**src/rtl/tage_pkg.sv**
```systemverilog
package tage_pkg;
  function automatic logic signed [2:0] ctr3_step(input logic signed [2:0] c, input logic up);
    if (up) return (c == 3'sd3) ? c : c + 3'sd1;
    return (c == 3'sb100) ? c : c - 3'sd1;
  endfunction

  function automatic logic [1:0] ctr2_step(input logic [1:0] c, input logic up);
    if (up) return (c == 2'd3) ? c : c + 2'd1;
    return (c == 2'd0) ? c : c - 2'd1;
  endfunction
endpackage

```
**src/rtl/tage_fold.sv**
```systemverilog
module tage_fold #(
  parameter int HIST_LEN = 5,
  parameter int FOLD_W   = 5
) (
  input  logic              clk_i,
  input  logic              rst_ni,
  input  logic              shift_i,
  input  logic              in_bit_i,
  input  logic              out_bit_i,
  output logic [FOLD_W-1:0] fold_o
);
  localparam int OUT_POS = HIST_LEN % FOLD_W;

  logic [FOLD_W-1:0] fold_q, fold_d;

  // rotate, add the new bit at 0, cancel the bit that just aged past HIST_LEN
  always_comb begin
    fold_d = {fold_q[FOLD_W-2:0], fold_q[FOLD_W-1]};
    fold_d[0] = fold_d[0] ^ in_bit_i;
    fold_d[OUT_POS] = fold_d[OUT_POS] ^ out_bit_i;
  end

  always_ff @(posedge clk_i or negedge rst_ni) begin
    if (!rst_ni) fold_q <= '0;
    else if (shift_i) fold_q <= fold_d;
  end

  assign fold_o = fold_q;

  AST_FOLD_HOLD: assert property (@(posedge clk_i) disable iff (!rst_ni)
    !shift_i |=> $stable(fold_q));
endmodule

```
**src/rtl/tage_base.sv**
```systemverilog
module tage_base #(
  parameter int IDX_W = 6
) (
  input  logic             clk_i,
  input  logic             rst_ni,
  input  logic [IDX_W-1:0] rd_idx_i,
  output logic [1:0]       rd_ctr_o,
  input  logic             wr_en_i,
  input  logic [IDX_W-1:0] wr_idx_i,
  input  logic             wr_taken_i
);
  import tage_pkg::*;
  localparam int DEPTH = 1 << IDX_W;

  logic [1:0] ctr_q [DEPTH];

  always_ff @(posedge clk_i or negedge rst_ni) begin
    if (!rst_ni) begin
      for (int i = 0; i < DEPTH; i++) ctr_q[i] <= 2'd1;
    end else if (wr_en_i) begin
      ctr_q[wr_idx_i] <= ctr2_step(ctr_q[wr_idx_i], wr_taken_i);
    end
  end

  assign rd_ctr_o = ctr_q[rd_idx_i];

  AST_BASE_SAT_HI: assert property (@(posedge clk_i) disable iff (!rst_ni)
    (wr_en_i && wr_taken_i && ctr_q[wr_idx_i] == 2'd3) |=> ctr_q[$past(wr_idx_i)] == 2'd3);
  AST_BASE_SAT_LO: assert property (@(posedge clk_i) disable iff (!rst_ni)
    (wr_en_i && !wr_taken_i && ctr_q[wr_idx_i] == 2'd0) |=> ctr_q[$past(wr_idx_i)] == 2'd0);
endmodule

```
**src/rtl/tage_tab.sv**
```systemverilog
module tage_tab #(
  parameter int IDX_W = 5,
  parameter int TAG_W = 8
) (
  input  logic                    clk_i,
  input  logic                    rst_ni,
  input  logic [IDX_W-1:0]        rd_idx_i,
  input  logic [TAG_W-1:0]        rd_tag_i,
  output logic                    rd_hit_o,
  output logic signed [2:0]       rd_ctr_o,
  input  logic [IDX_W-1:0]        upd_idx_i,
  output logic [1:0]              upd_use_o,
  input  logic                    trn_en_i,
  input  logic                    trn_taken_i,
  input  logic                    use_inc_i,
  input  logic                    use_dec_i,
  input  logic                    age_en_i,
  input  logic                    alloc_en_i,
  input  logic [TAG_W-1:0]        alloc_tag_i,
  input  logic                    alloc_taken_i
);
  import tage_pkg::*;
  localparam int DEPTH = 1 << IDX_W;

  logic              vld_q [DEPTH];
  logic [TAG_W-1:0]  tag_q [DEPTH];
  logic signed [2:0] ctr_q [DEPTH];
  logic [1:0]        use_q [DEPTH];

  always_ff @(posedge clk_i or negedge rst_ni) begin
    if (!rst_ni) begin
      for (int i = 0; i < DEPTH; i++) begin
        vld_q[i] <= 1'b0;
        tag_q[i] <= '0;
        ctr_q[i] <= '0;
        use_q[i] <= '0;
      end
    end else if (alloc_en_i) begin
      vld_q[upd_idx_i] <= 1'b1;
      tag_q[upd_idx_i] <= alloc_tag_i;
      ctr_q[upd_idx_i] <= alloc_taken_i ? 3'sd0 : 3'sb111;
      use_q[upd_idx_i] <= 2'd0;
    end else begin
      if (trn_en_i) ctr_q[upd_idx_i] <= ctr3_step(ctr_q[upd_idx_i], trn_taken_i);
      if (use_inc_i && use_q[upd_idx_i] != 2'd3)
        use_q[upd_idx_i] <= use_q[upd_idx_i] + 2'd1;
      else if ((use_dec_i || age_en_i) && use_q[upd_idx_i] != 2'd0)
        use_q[upd_idx_i] <= use_q[upd_idx_i] - 2'd1;
    end
  end

  assign rd_hit_o  = vld_q[rd_idx_i] && (tag_q[rd_idx_i] == rd_tag_i);
  assign rd_ctr_o  = ctr_q[rd_idx_i];
  assign upd_use_o = use_q[upd_idx_i];

  AST_CTR_SAT_HI: assert property (@(posedge clk_i) disable iff (!rst_ni)
    (trn_en_i && !alloc_en_i && trn_taken_i && ctr_q[upd_idx_i] == 3'sd3)
    |=> ctr_q[$past(upd_idx_i)] == 3'sd3);
  AST_CTR_SAT_LO: assert property (@(posedge clk_i) disable iff (!rst_ni)
    (trn_en_i && !alloc_en_i && !trn_taken_i && ctr_q[upd_idx_i] == 3'sb100)
    |=> ctr_q[$past(upd_idx_i)] == 3'sb100);
  AST_ALLOC_FREE: assert property (@(posedge clk_i) disable iff (!rst_ni)
    alloc_en_i |-> use_q[upd_idx_i] == 2'd0);
  AST_NO_TRAIN_ALLOC: assert property (@(posedge clk_i) disable iff (!rst_ni)
    !(alloc_en_i && trn_en_i));
endmodule

```
**src/rtl/tage_pred.sv**
```systemverilog
module tage_pred #(
  parameter int PC_W       = 16,
  parameter int N_TAB      = 4,
  parameter int BASE_IDX_W = 6,
  parameter int IDX_W      = 5,
  parameter int TAG_W      = 8,
  parameter int MIN_HIST   = 5,
  parameter int PATH_W     = 4,
  localparam int PROV_W    = $clog2(N_TAB + 1),
  localparam int INFO_W    = 2 + PROV_W + N_TAB * (IDX_W + TAG_W)
) (
  input  logic              clk_i,
  input  logic              rst_ni,
  input  logic [PC_W-1:0]   pred_pc_i,
  output logic              pred_taken_o,
  output logic [PROV_W-1:0] pred_provider_o,
  output logic [INFO_W-1:0] pred_info_o,
  input  logic              upd_valid_i,
  input  logic [PC_W-1:0]   upd_pc_i,
  input  logic              upd_taken_i,
  input  logic [1:0]        upd_rand_i,
  input  logic [INFO_W-1:0] upd_info_i
);
  localparam int MAX_HIST = MIN_HIST << (N_TAB - 1);
  localparam int IDX_LO   = N_TAB * TAG_W;
  localparam int PROV_LO  = N_TAB * (IDX_W + TAG_W);
  localparam int ALT_BIT  = PROV_LO + PROV_W;
  localparam int PRED_BIT = ALT_BIT + 1;

  logic [MAX_HIST-1:0] ghist_q;
  logic [PATH_W-1:0]   path_q;

  logic [IDX_W-1:0]  rd_idx [N_TAB];
  logic [TAG_W-1:0]  rd_tag [N_TAB];
  logic signed [2:0] rd_ctr [N_TAB];
  logic [N_TAB-1:0]  hit;
  logic [1:0]        base_ctr;

  logic [IDX_W-1:0]  u_idx [N_TAB];
  logic [TAG_W-1:0]  u_tag [N_TAB];
  logic [1:0]        u_use [N_TAB];
  logic [PROV_W-1:0] u_prov;
  logic              u_pred, u_alt, mispred;
  logic [N_TAB-1:0]  trn_en, use_inc, use_dec, elig, free, alloc, age;

  always_ff @(posedge clk_i or negedge rst_ni) begin
    if (!rst_ni) begin
      ghist_q <= '0;
      path_q  <= '0;
    end else if (upd_valid_i) begin
      ghist_q <= {ghist_q[MAX_HIST-2:0], upd_taken_i};
      path_q  <= {path_q[PATH_W-2:0], upd_pc_i[0]};
    end
  end

  tage_base #(.IDX_W(BASE_IDX_W)) u_base (
    .clk_i, .rst_ni,
    .rd_idx_i   (pred_pc_i[BASE_IDX_W-1:0]),
    .rd_ctr_o   (base_ctr),
    .wr_en_i    (upd_valid_i && u_prov == '0),
    .wr_idx_i   (upd_pc_i[BASE_IDX_W-1:0]),
    .wr_taken_i (upd_taken_i)
  );

  assign u_prov  = upd_info_i[PROV_LO +: PROV_W];
  assign u_alt   = upd_info_i[ALT_BIT];
  assign u_pred  = upd_info_i[PRED_BIT];
  assign mispred = upd_valid_i && (u_pred != upd_taken_i);

  for (genvar t = 0; t < N_TAB; t++) begin : g_tab
    localparam int HL = MIN_HIST << t;
    logic [IDX_W-1:0] fold_idx;
    logic [TAG_W-1:0] fold_tag;

    tage_fold #(.HIST_LEN(HL), .FOLD_W(IDX_W)) u_fold_idx (
      .clk_i, .rst_ni,
      .shift_i (upd_valid_i), .in_bit_i (upd_taken_i),
      .out_bit_i (ghist_q[HL-1]), .fold_o (fold_idx)
    );
    tage_fold #(.HIST_LEN(HL), .FOLD_W(TAG_W)) u_fold_tag (
      .clk_i, .rst_ni,
      .shift_i (upd_valid_i), .in_bit_i (upd_taken_i),
      .out_bit_i (ghist_q[HL-1]), .fold_o (fold_tag)
    );

    assign rd_idx[t] = pred_pc_i[IDX_W-1:0] ^ fold_idx ^ IDX_W'(path_q);
    assign rd_tag[t] = pred_pc_i[IDX_W +: TAG_W] ^ fold_tag;
    assign u_idx[t]  = upd_info_i[IDX_LO + t*IDX_W +: IDX_W];
    assign u_tag[t]  = upd_info_i[t*TAG_W +: TAG_W];

    assign trn_en[t]  = upd_valid_i && (int'(u_prov) == t + 1);
    assign use_inc[t] = trn_en[t] && (u_pred != u_alt) && (u_pred == upd_taken_i);
    assign use_dec[t] = trn_en[t] && (u_pred != u_alt) && (u_pred != upd_taken_i);
    assign elig[t]    = mispred && (int'(u_prov) <= t);
    assign free[t]    = elig[t] && (u_use[t] == 2'd0);
    assign age[t]     = elig[t] && (free == '0);

    tage_tab #(.IDX_W(IDX_W), .TAG_W(TAG_W)) u_tab (
      .clk_i, .rst_ni,
      .rd_idx_i      (rd_idx[t]),
      .rd_tag_i      (rd_tag[t]),
      .rd_hit_o      (hit[t]),
      .rd_ctr_o      (rd_ctr[t]),
      .upd_idx_i     (u_idx[t]),
      .upd_use_o     (u_use[t]),
      .trn_en_i      (trn_en[t]),
      .trn_taken_i   (upd_taken_i),
      .use_inc_i     (use_inc[t]),
      .use_dec_i     (use_dec[t]),
      .age_en_i      (age[t]),
      .alloc_en_i    (alloc[t]),
      .alloc_tag_i   (u_tag[t]),
      .alloc_taken_i (upd_taken_i)
    );
  end

  // pick the r-th free eligible table, or the first if r is out of range
  int nfree, sel, cnt;
  always_comb begin
    alloc = '0;
    cnt   = 0;
    nfree = $countones(free);
    sel   = (int'(upd_rand_i) < nfree) ? int'(upd_rand_i) : 0;
    for (int t = 0; t < N_TAB; t++) begin
      if (free[t]) begin
        if (cnt == sel) alloc[t] = 1'b1;
        cnt = cnt + 1;
      end
    end
  end

  logic [PROV_W-1:0] prov;
  logic              prov_dir, alt_dir, found, found2;
  always_comb begin
    prov     = '0;
    prov_dir = base_ctr[1];
    alt_dir  = base_ctr[1];
    found    = 1'b0;
    found2   = 1'b0;
    for (int t = N_TAB - 1; t >= 0; t--) begin
      if (hit[t]) begin
        if (!found) begin
          prov     = PROV_W'(t + 1);
          prov_dir = !rd_ctr[t][2];
          found    = 1'b1;
        end else if (!found2) begin
          alt_dir = !rd_ctr[t][2];
          found2  = 1'b1;
        end
      end
    end
  end

  always_comb begin
    pred_info_o = '0;
    pred_info_o[PRED_BIT] = prov_dir;
    pred_info_o[ALT_BIT]  = alt_dir;
    pred_info_o[PROV_LO +: PROV_W] = prov;
    for (int t = 0; t < N_TAB; t++) begin
      pred_info_o[IDX_LO + t*IDX_W +: IDX_W] = rd_idx[t];
      pred_info_o[t*TAG_W +: TAG_W]          = rd_tag[t];
    end
  end

  assign pred_taken_o    = prov_dir;
  assign pred_provider_o = prov;

  AST_ALLOC_ONEHOT: assert property (@(posedge clk_i) disable iff (!rst_ni)
    $onehot0(alloc));
  AST_NO_ALLOC_OK: assert property (@(posedge clk_i) disable iff (!rst_ni)
    (upd_valid_i && u_pred == upd_taken_i) |-> alloc == '0);
  AST_NO_ALLOC_TOP: assert property (@(posedge clk_i) disable iff (!rst_ni)
    (int'(u_prov) == N_TAB) |-> alloc == '0);
  AST_HIST_IN: assert property (@(posedge clk_i) disable iff (!rst_ni)
    upd_valid_i |=> ghist_q[0] == $past(upd_taken_i));
  AST_HIST_HOLD: assert property (@(posedge clk_i) disable iff (!rst_ni)
    !upd_valid_i |=> $stable(ghist_q) && $stable(path_q));
  AST_PROV_RANGE: assert property (@(posedge clk_i) disable iff (!rst_ni)
    int'(pred_provider_o) <= N_TAB);
endmodule

```
**config.mk**
```make
export PLATFORM = sky130hd
export DESIGN_NAME = tage_pred
export DESIGN_NICKNAME = d
export VERILOG_FILES = /design/src/rtl/tage_pkg.sv /design/src/rtl/tage_fold.sv /design/src/rtl/tage_base.sv /design/src/rtl/tage_tab.sv /design/src/rtl/tage_pred.sv
export SDC_FILE = /design/constraint.sdc
export NUM_CORES = 2
export LEC_CHECK = 0
export ABC_AREA = 1
export BUFFER_PORTS_ARGS = -buffer_cell sky130_fd_sc_hd__buf_2
export CAP_MARGIN = 20
export CORE_MARGIN = 3
export CORE_UTILIZATION = 25
export DETAILED_ROUTE_END_ITERATION = 8
export HOLD_SLACK_MARGIN = 0.03
export PLACE_DENSITY_LB_ADDON = 0.25
export SYNTH_ARGS = -nofsm -noshare
export SYNTH_HDL_FRONTEND = slang
export SYNTH_SLANG_ARGS = --single-unit
```
**constraint.sdc**
```tcl
create_clock -name clk_i -period 6.5 [get_ports clk_i]
set_input_delay 0.325 -clock clk_i [delete_from_list [all_inputs] [get_ports clk_i]]
set_output_delay 0.325 -clock clk_i [all_outputs]
set_load 0.02 [all_outputs]
```
---- Word level (Yosys, flattened, before mapping) ----
Cells that the tools add are included.
Widths: inputs -> output; s select.
operators by class
  mux-type cells .......................... 222
  reduce and logical (&&, ||, !) cells .... 75
  add/sub/neg operators ................... 23
  equal/unequal tests ..................... 27
  magnitude comparators ................... 20
  bitwise operators ....................... 50
operators with widths
  kind                   count
  $bwmux 256             4
  $bwmux 96              8
  $mux 64                12
  $mux 96                8
  $bwmux 64              8
  $and 64x64->64         4
  $not 64->64            4
  $bmux 8 s5             4
  $demux 8 s5            4
  $mux 3                 52
  $bwmux 128             1
  $or 32x32->32          4
  $bmux 3 s5             8
  $eq 32x3->1            3
  $mux 8                 12
  $add 32x2->32 const B  2
  $mux 32                2
  $demux 3 s5            4
  $mux 1                 53
  $ge 6x6->1 const B     8
  $not 5->6              8
  $logic_and 1x1->1      47
  $mux 2                 23
  $bmux 2 s5             4
  other kinds (37)       130
storage, ports and cells
  register bits after elaboration ......... 2016
  logic and storage cells ................. 1003

---- Logic depth before layout (Yosys ltp) ----
  depth in word-level cells ............... 21
  gate-level depth with buffers ........... 34
  depth with buffers taken out ............ 33

---- By module ----
Synthesis repeated with hierarchy kept, for this count alone.
unflattened totals
  cells, all modules ...................... 14178
  area, all modules ....................... 104490.2 um2
modules (own cells, without submodules)
  module                                cells each  times used  area each (um2)
  tage_tab at g_tab[1].u_tab ...        3032        3           22654.2
  tage_tab at g_tab[0].u_tab            3093        1           22839.4
  tage_base                             1337        1           8356.8
  tage_pred                             350         1           2781.4
  tage_fold at g_tab[0].u_fold_idx ...  31          4           247.7
  tage_fold at g_tab[0].u_fold_tag ...  45          2           390.4
  tage_fold at g_tab[1].u_fold_tag ...  44          2           389.1

---- Worst setup path before layout ----
Ideal clock, no wire load.
  path type ............................... input to register
  start ................................... input upd_info_i[37]
  end ..................................... register g_tab[3].u_tab.ctr_q[29] in the netlist's numbering
  arrival time ............................ 5.350 ns
  slack ................................... 1.016 ns
  stages .................................. 34
  library setup time ...................... 0.133 ns
  cells stage by stage .................... inv_2 > nor2_1 > clkinv_1 > clkbuf_1 > clkbuf_1 > o22ai_1 > o21ai_0 > nand2_1 > nor4_1 > ha_1 > inv_1 > nor3_1 > inv_1 > fa_1 > inv_1 > ha_1 > ha_1 > inv_1 > ha_1 > nand3_1 > nand2_1 > nor2_1 > inv_1 > nand2_1 > nand2_1 > a211oi_1 > nand2_2 > inv_2 > nor2_2 > buf_2 > nor2_1 > inv_1 > nor2_1 > a22oi_1
on the way
  word-level cells in the longest chain between the ends .. 14
  elaborated cells on any way between the ends .. 18
  classes of those cells .................. add/sub: 3; order compare: 1; eq/ne: 1; mux: 9; bitwise: 1; reduce/logical: 3
ends and longest elaborated chain
  item                                                   line              RTL
  start, declared                                        tage_pred.sv:22   input logic [INFO_W-1:0] upd_info_i
  $not 5->6 (not written as such) (*)                    tage_tab.sv:54    assign upd_use_o = use_q[upd_idx_i];
  $bmux 2 s5 (*)                                         tage_tab.sv:54
  $mux 2 (not written as such) (*) (2 in a row)          tage_tab.sv:54
  $logic_not 2->1 (*)                                    tage_pred.sv:95   assign free[t] = elig[t] && (u_use[t] == 2'd0);
  $logic_and 1x1->1 (*)                                  tage_pred.sv:95
  branches (longest 4 deep; another with $add 32x2->32)  n/a
  $eq 32x3->1 (*)                                        tage_pred.sv:126  if (cnt == sel) alloc[t] = 1'b1;
  $mux 1 (*)                                             tage_pred.sv:126
  $mux 1 (*)                                             tage_pred.sv:125  if (free[t]) begin
  $mux 96 or $reduce_bool 2->1 (tied branches)           n/a
  end signal, assigned by index                          tage_tab.sv:41    ctr_q[upd_idx_i] <= alloc_taken_i ? 3'sd0 : 3'sb111;
  end signal, assigned by index                          tage_tab.sv:44    if (trn_en_i) ctr_q[upd_idx_i] <= ctr3_step(ctr_q[upd_idx_i], trn_taken_i);
  end, declared                                          tage_tab.sv:27    logic signed [2:0] ctr_q [DEPTH];
Mark *: on every way between the ends. The select of a mux whose other input is x is not followed.
A chain may end at the register's enable or synchronous reset.

---- Worst setup path in the final report ----
  start ................................... register path_q[0]
  end ..................................... output pred_taken_o
on the way
  word-level cells in the longest chain between the ends .. 14
  elaborated cells on any way between the ends .. 66
  classes of those cells .................. eq/ne: 4; mux: 46; bitwise: 8; reduce/logical: 8
ends and longest elaborated chain
  item                                       line                            RTL
  start, declared                            tage_pred.sv:31                 logic [PATH_W-1:0] path_q;
  start signal, assigned                     tage_pred.sv:52                 path_q <= {path_q[PATH_W-2:0], upd_pc_i[0]};
  $xor 5x4->5                                tage_pred.sv:86                 assign rd_idx[t] = pred_pc_i[IDX_W-1:0] ^ fold_idx ^ IDX_W'(path_q);
  $not 5->6 (not written as such)            tage_tab.sv:52, tage_tab.sv:53
  $bmux 8 s5                                 tage_tab.sv:52                  assign rd_hit_o = vld_q[rd_idx_i] && (tag_q[rd_idx_i] == rd_tag_i);
  $mux 8 (not written as such) (2 in a row)  tage_tab.sv:52
  $eq 8x8->1                                 tage_tab.sv:52
  $logic_and 1x1->1                          tage_tab.sv:52
  $mux 1                                     tage_pred.sv:141                if (hit[t]) begin
  $mux 1                                     tage_pred.sv:142                if (!found) begin
  $mux 1                                     tage_pred.sv:141
  $mux 1                                     tage_pred.sv:142
  $mux 1                                     tage_pred.sv:141
  $mux 1                                     tage_pred.sv:142
  $mux 1 (*)                                 tage_pred.sv:141
  end, declared                              tage_pred.sv:15                 output logic pred_taken_o,
Every way passes the cells marked *; elsewhere a longest branch is shown, timed or not. The select of a mux whose other input is x is not followed.

==> reports/qor.csv <==
metric,value,unit
vias in the first global route,82940,
first-pass GRT wire length,541.7,mm
DRT Wirelength,354.3,mm
Synth Area per Inst,7.934,sq um
drt initial violations,8147,
Cells after Synth,12300,
Reg-to-Reg End,g_tab[3].u_tab.ctr_q[40],
Vias per Instance,4.828,
Die Ht,630.8,microns
Hold Path Sink,g_tab[3].u_tab.tag_q[173],
sequential element share of the synthesized area,51.78,%
Sink Count,2016,
routed len/inst,19.86,microns
status,completed,
reg2reg path depth,29,
"Hold Violations, Final",0,
Multi-input gate area,0.04125,sq mm
worst path arrival time,5.52,ns
Placed Instances,17330,
Final Instance Area,0.1159,sq mm
min setup slack post-route,0.6568,ns
DRT antenna net count,0,
CP max-delay cell,buf_4,
Setup CP Type,reg -> out,
setup repair bufs after CTS,0,
Starting Density,25.21,%
core area,0.3871,sq mm
fmax,171.1,MHz
Max stage delay on crit path,0.64,ns
pwr dens,323.6,mW/mm^2
GPL Wtd Cong,0.8524,
"commonest non-fill, non-tap cell in the layout",nand2_1,
fill count,41620,
fin crit share,89.89,%
GRT Total Usage,17.43,%
Synth Register Bits,2016,
CP bufs+invs,5,
antenna violations before repair,28,
"Max FO, Critical Path",52,
"Net count, final",12570,
grt ovf,0,
port bufs,142,
Synth area leader,dfrtp_1,
CP Cell Sequence,inv_1 > nand2_1 > nand3_4 > nand2_4 > buf_4 > buf_4 > nand2_1 > nand3_1 > nand3_1 > nand3_1 > nand3_1 > nand3_1 > nand2_1 > nand3b_1 > nor2_2 > inv_2 > nand2_1 > nand3_1 > o21ai_1 > nand2_1 > nand2_1 > nand2_1 > buf_2,
H-tree Lvls,4,
flop2flop setup slack,0.77,ns
Place WS,0.2543,ns
Critical Path Source Type,flip-flop,
CTS tree,yes,
final std cells w/o fill,17840,
Worst Max-Slew Pin Slew,1.143,ns
Mapped Nets,12430,
share of the synthesized area in the top cell type,50.05,%
Tightest Hold Check Type,in -> reg,
Root Driver,clkbuf_16,
sequential cell area,0.05053,sq mm
Synth Warn #,0,
CP endpoint kind,output pin,
DRC viols,0,
clk buf depth,4,
die width,630.8,microns
Max IR drop VDD,0.0002371,V
Max-cap violations,0,
worst r2r src,g_tab[1].u_tab.use_q[25],
RSZ-0062 raised after global routing,no,
fraction of registers with async set/reset,100.0,%
"CTS clk-pin slew, worst paths",0.06,ns
top post-synthesis cells by area,"dfrtp_1 50%, nand2_1 14%, o21ai_0 7.5%",
clk_skew,0.1047,ns
static leakage,51.30,nW
crit path time final,5.843,ns
most frequent CP cell,nand2_1,
Setup TNS Final,0,ns
Worst Path Required,6.17,ns
hold depth,4,
top_reg_cell synth,dfrtp_1,
TritonRoute pass-1 iters,6,
"delay-heaviest family, CP",simple AND/OR/NAND/NOR gates,
largest net degree at the start of global routing,161,
cts repair resizes,0,
number of synthesized flops with an enable pin,0,
clock insertion delay at the later pin of the skew report,0.98,ns
DP Area,0.1071,sq mm
most frequent cells in the layout,"3590 x nand2_1, 1952 x dfrtp_1, 1458 x o21ai_0",
hpwl dp,228.4,mm
Vias,86110,
# setup viols final,0,
worst rel slew slack,23.22,%
die area,0.3979,sq mm
"Distinct cells, synth",59,
total CTS buffers,244,
area overhead of the layout relative to synthesis,18.81,%
"Slew Viols, Final",0,
# IOs,156,
Core Rows,228,
share of layout cells above drive strength 1,9.728,%
worst hold start,upd_info_i[29],
Post-Syn Area,0.09759,sq mm
-- where the power goes --
part,internal [mW],switching [mW]
Combinational,2.54,6.37
Clock,8.58,5.79
Sequential,13.6,0.625
-- area by class of cell --
type,instances,area share (%)
Antenna cell,18,0.03885
Clock buffer,363,6.250
Clock inverter,81,0.9637
Inverter,765,2.482
Multi-Input combinational cell,8734,35.58
Sequential cell,2016,43.58
Tap cell,5175,5.585
Timing Repair Buffer,685,5.521
-- kinds of logic after synthesis --
kind of cell               after synthesis  share of synthesized area (%)
xor gates and xnor gates                71                         0.6872
and+or+nand+nor                       5790                          24.31
adders and majority gates               30                         0.3923
muxes                                   55                         0.5667
buffers and inverters                 1550                          6.364
DFF                                   2016                          51.78
AOI/OAI and AO/OA                     2788                          15.90
-- sequential cells by signal (all words and copies together) (netlist names) --
| name | cells |
|---|---|
| g_tab.u_tab.ctr_q | 384 |
| g_tab.u_tab.use_q | 256 |
| g_tab.u_fold_tag.fold_o | 32 |
| g_tab.u_tab.tag_q | 1024 |
| g_tab.u_fold_idx.fold_o | 20 |
| ghist_q | 40 |
| u_base.ctr_q | 128 |
| path_q | 4 |
| g_tab.u_tab.vld_q | 128 |
-- metal layers --
| layer | vias to the layer above | global-route usage [%] | share of wire [%] | routed length, microns |
|---|---|---|---|---|
| met1 | 42010 | 24.38 | 46 | 162100 |
| li1 | 41300 | - | - | - |
| met3 | 508 | 2.114 | 5.0 | 17880 |
| met5 | - | 0 | 0.0037 | 13 |
| met4 | 2 | 5.643 | 3.3 | 11720 |
| met2 | 2291 | 27.87 | 46 | 162500 |
-- tightest hold or removal path: cells and delay by family --
kind,cells,cell delay (ns)
buf+inv,3,0.42
compound gates,1,0.19
-- cells in the mapped netlist (4+ instances only) --
| master | count |
|---|---|
| xor2_2 | 4 |
| a31oi_1 | 92 |
| o221ai_1 | 25 |
| dfstp_2 | 64 |
| ha_1 | 29 |
| nor4_1 | 26 |
| a211oi_1 | 4 |
| nand2_1 | 3599 |
| nor2_1 | 746 |
| o21ai_1 | 8 |
| o311ai_0 | 4 |
| nand2_2 | 8 |
| inv_2 | 33 |
| clkinv_1 | 10 |
| or2_1 | 4 |
| o21a_1 | 22 |
| o22ai_1 | 134 |
| o31ai_1 | 4 |
| or2_2 | 21 |
| a21oi_1 | 635 |
| a221oi_1 | 19 |
| xnor2_1 | 43 |
| clkbuf_1 | 485 |
| a22o_1 | 12 |
| nor3_1 | 109 |
| buf_4 | 28 |
| xor2_1 | 23 |
| buf_2 | 228 |
| nand3_1 | 1251 |
| buf_1 | 44 |
| a22oi_1 | 299 |
| o2111a_1 | 7 |
| o2111ai_1 | 8 |
| o21ai_0 | 1458 |
| nand4_1 | 5 |
| nor2_2 | 5 |
| mux2i_1 | 53 |
| and2_1 | 4 |
| dfrtp_1 | 1952 |
| o211ai_1 | 48 |
| inv_1 | 721 |
-- metrics by stage --
| step | hold WS (ns) | power (mW) | util [%] |
|---|---|---|---|
| floorplan | 0.02941 | 19.49 | - |
| global placement | 0.3645 | 23.35 | 27.63 |
| detailed placement | 0.3628 | 23.37 | 27.66 |
| CTS | 0.03823 | 37.95 | 29.93 |
| global route | 0.07391 | 39.37 | 29.95 |
| finish | 0.09272 | 37.52 | 29.95 |
-- how the worst max path moves through the flow --
stage / start / end / cells past startpoint
4_1_cts: path_q[0] / pred_taken_o / 25
3_3_place_gp: upd_info_i[47] / g_tab[2].u_tab.ctr_q[29] / 34
6_report: path_q[0] / pred_taken_o / 23
5_1_grt: path_q[0] / pred_taken_o / 24
2_1_floorplan: upd_info_i[37] / g_tab[3].u_tab.ctr_q[29] / 34
3_5_place_dp: upd_info_i[47] / g_tab[3].u_tab.ctr_q[36] / 32
-- timing repair --
action,CTS,global route
setup endpoints to repair,0,0
hold endpoints to repair,1096,16
hold buffers,42,1
(Power assumes the default switching activity.)
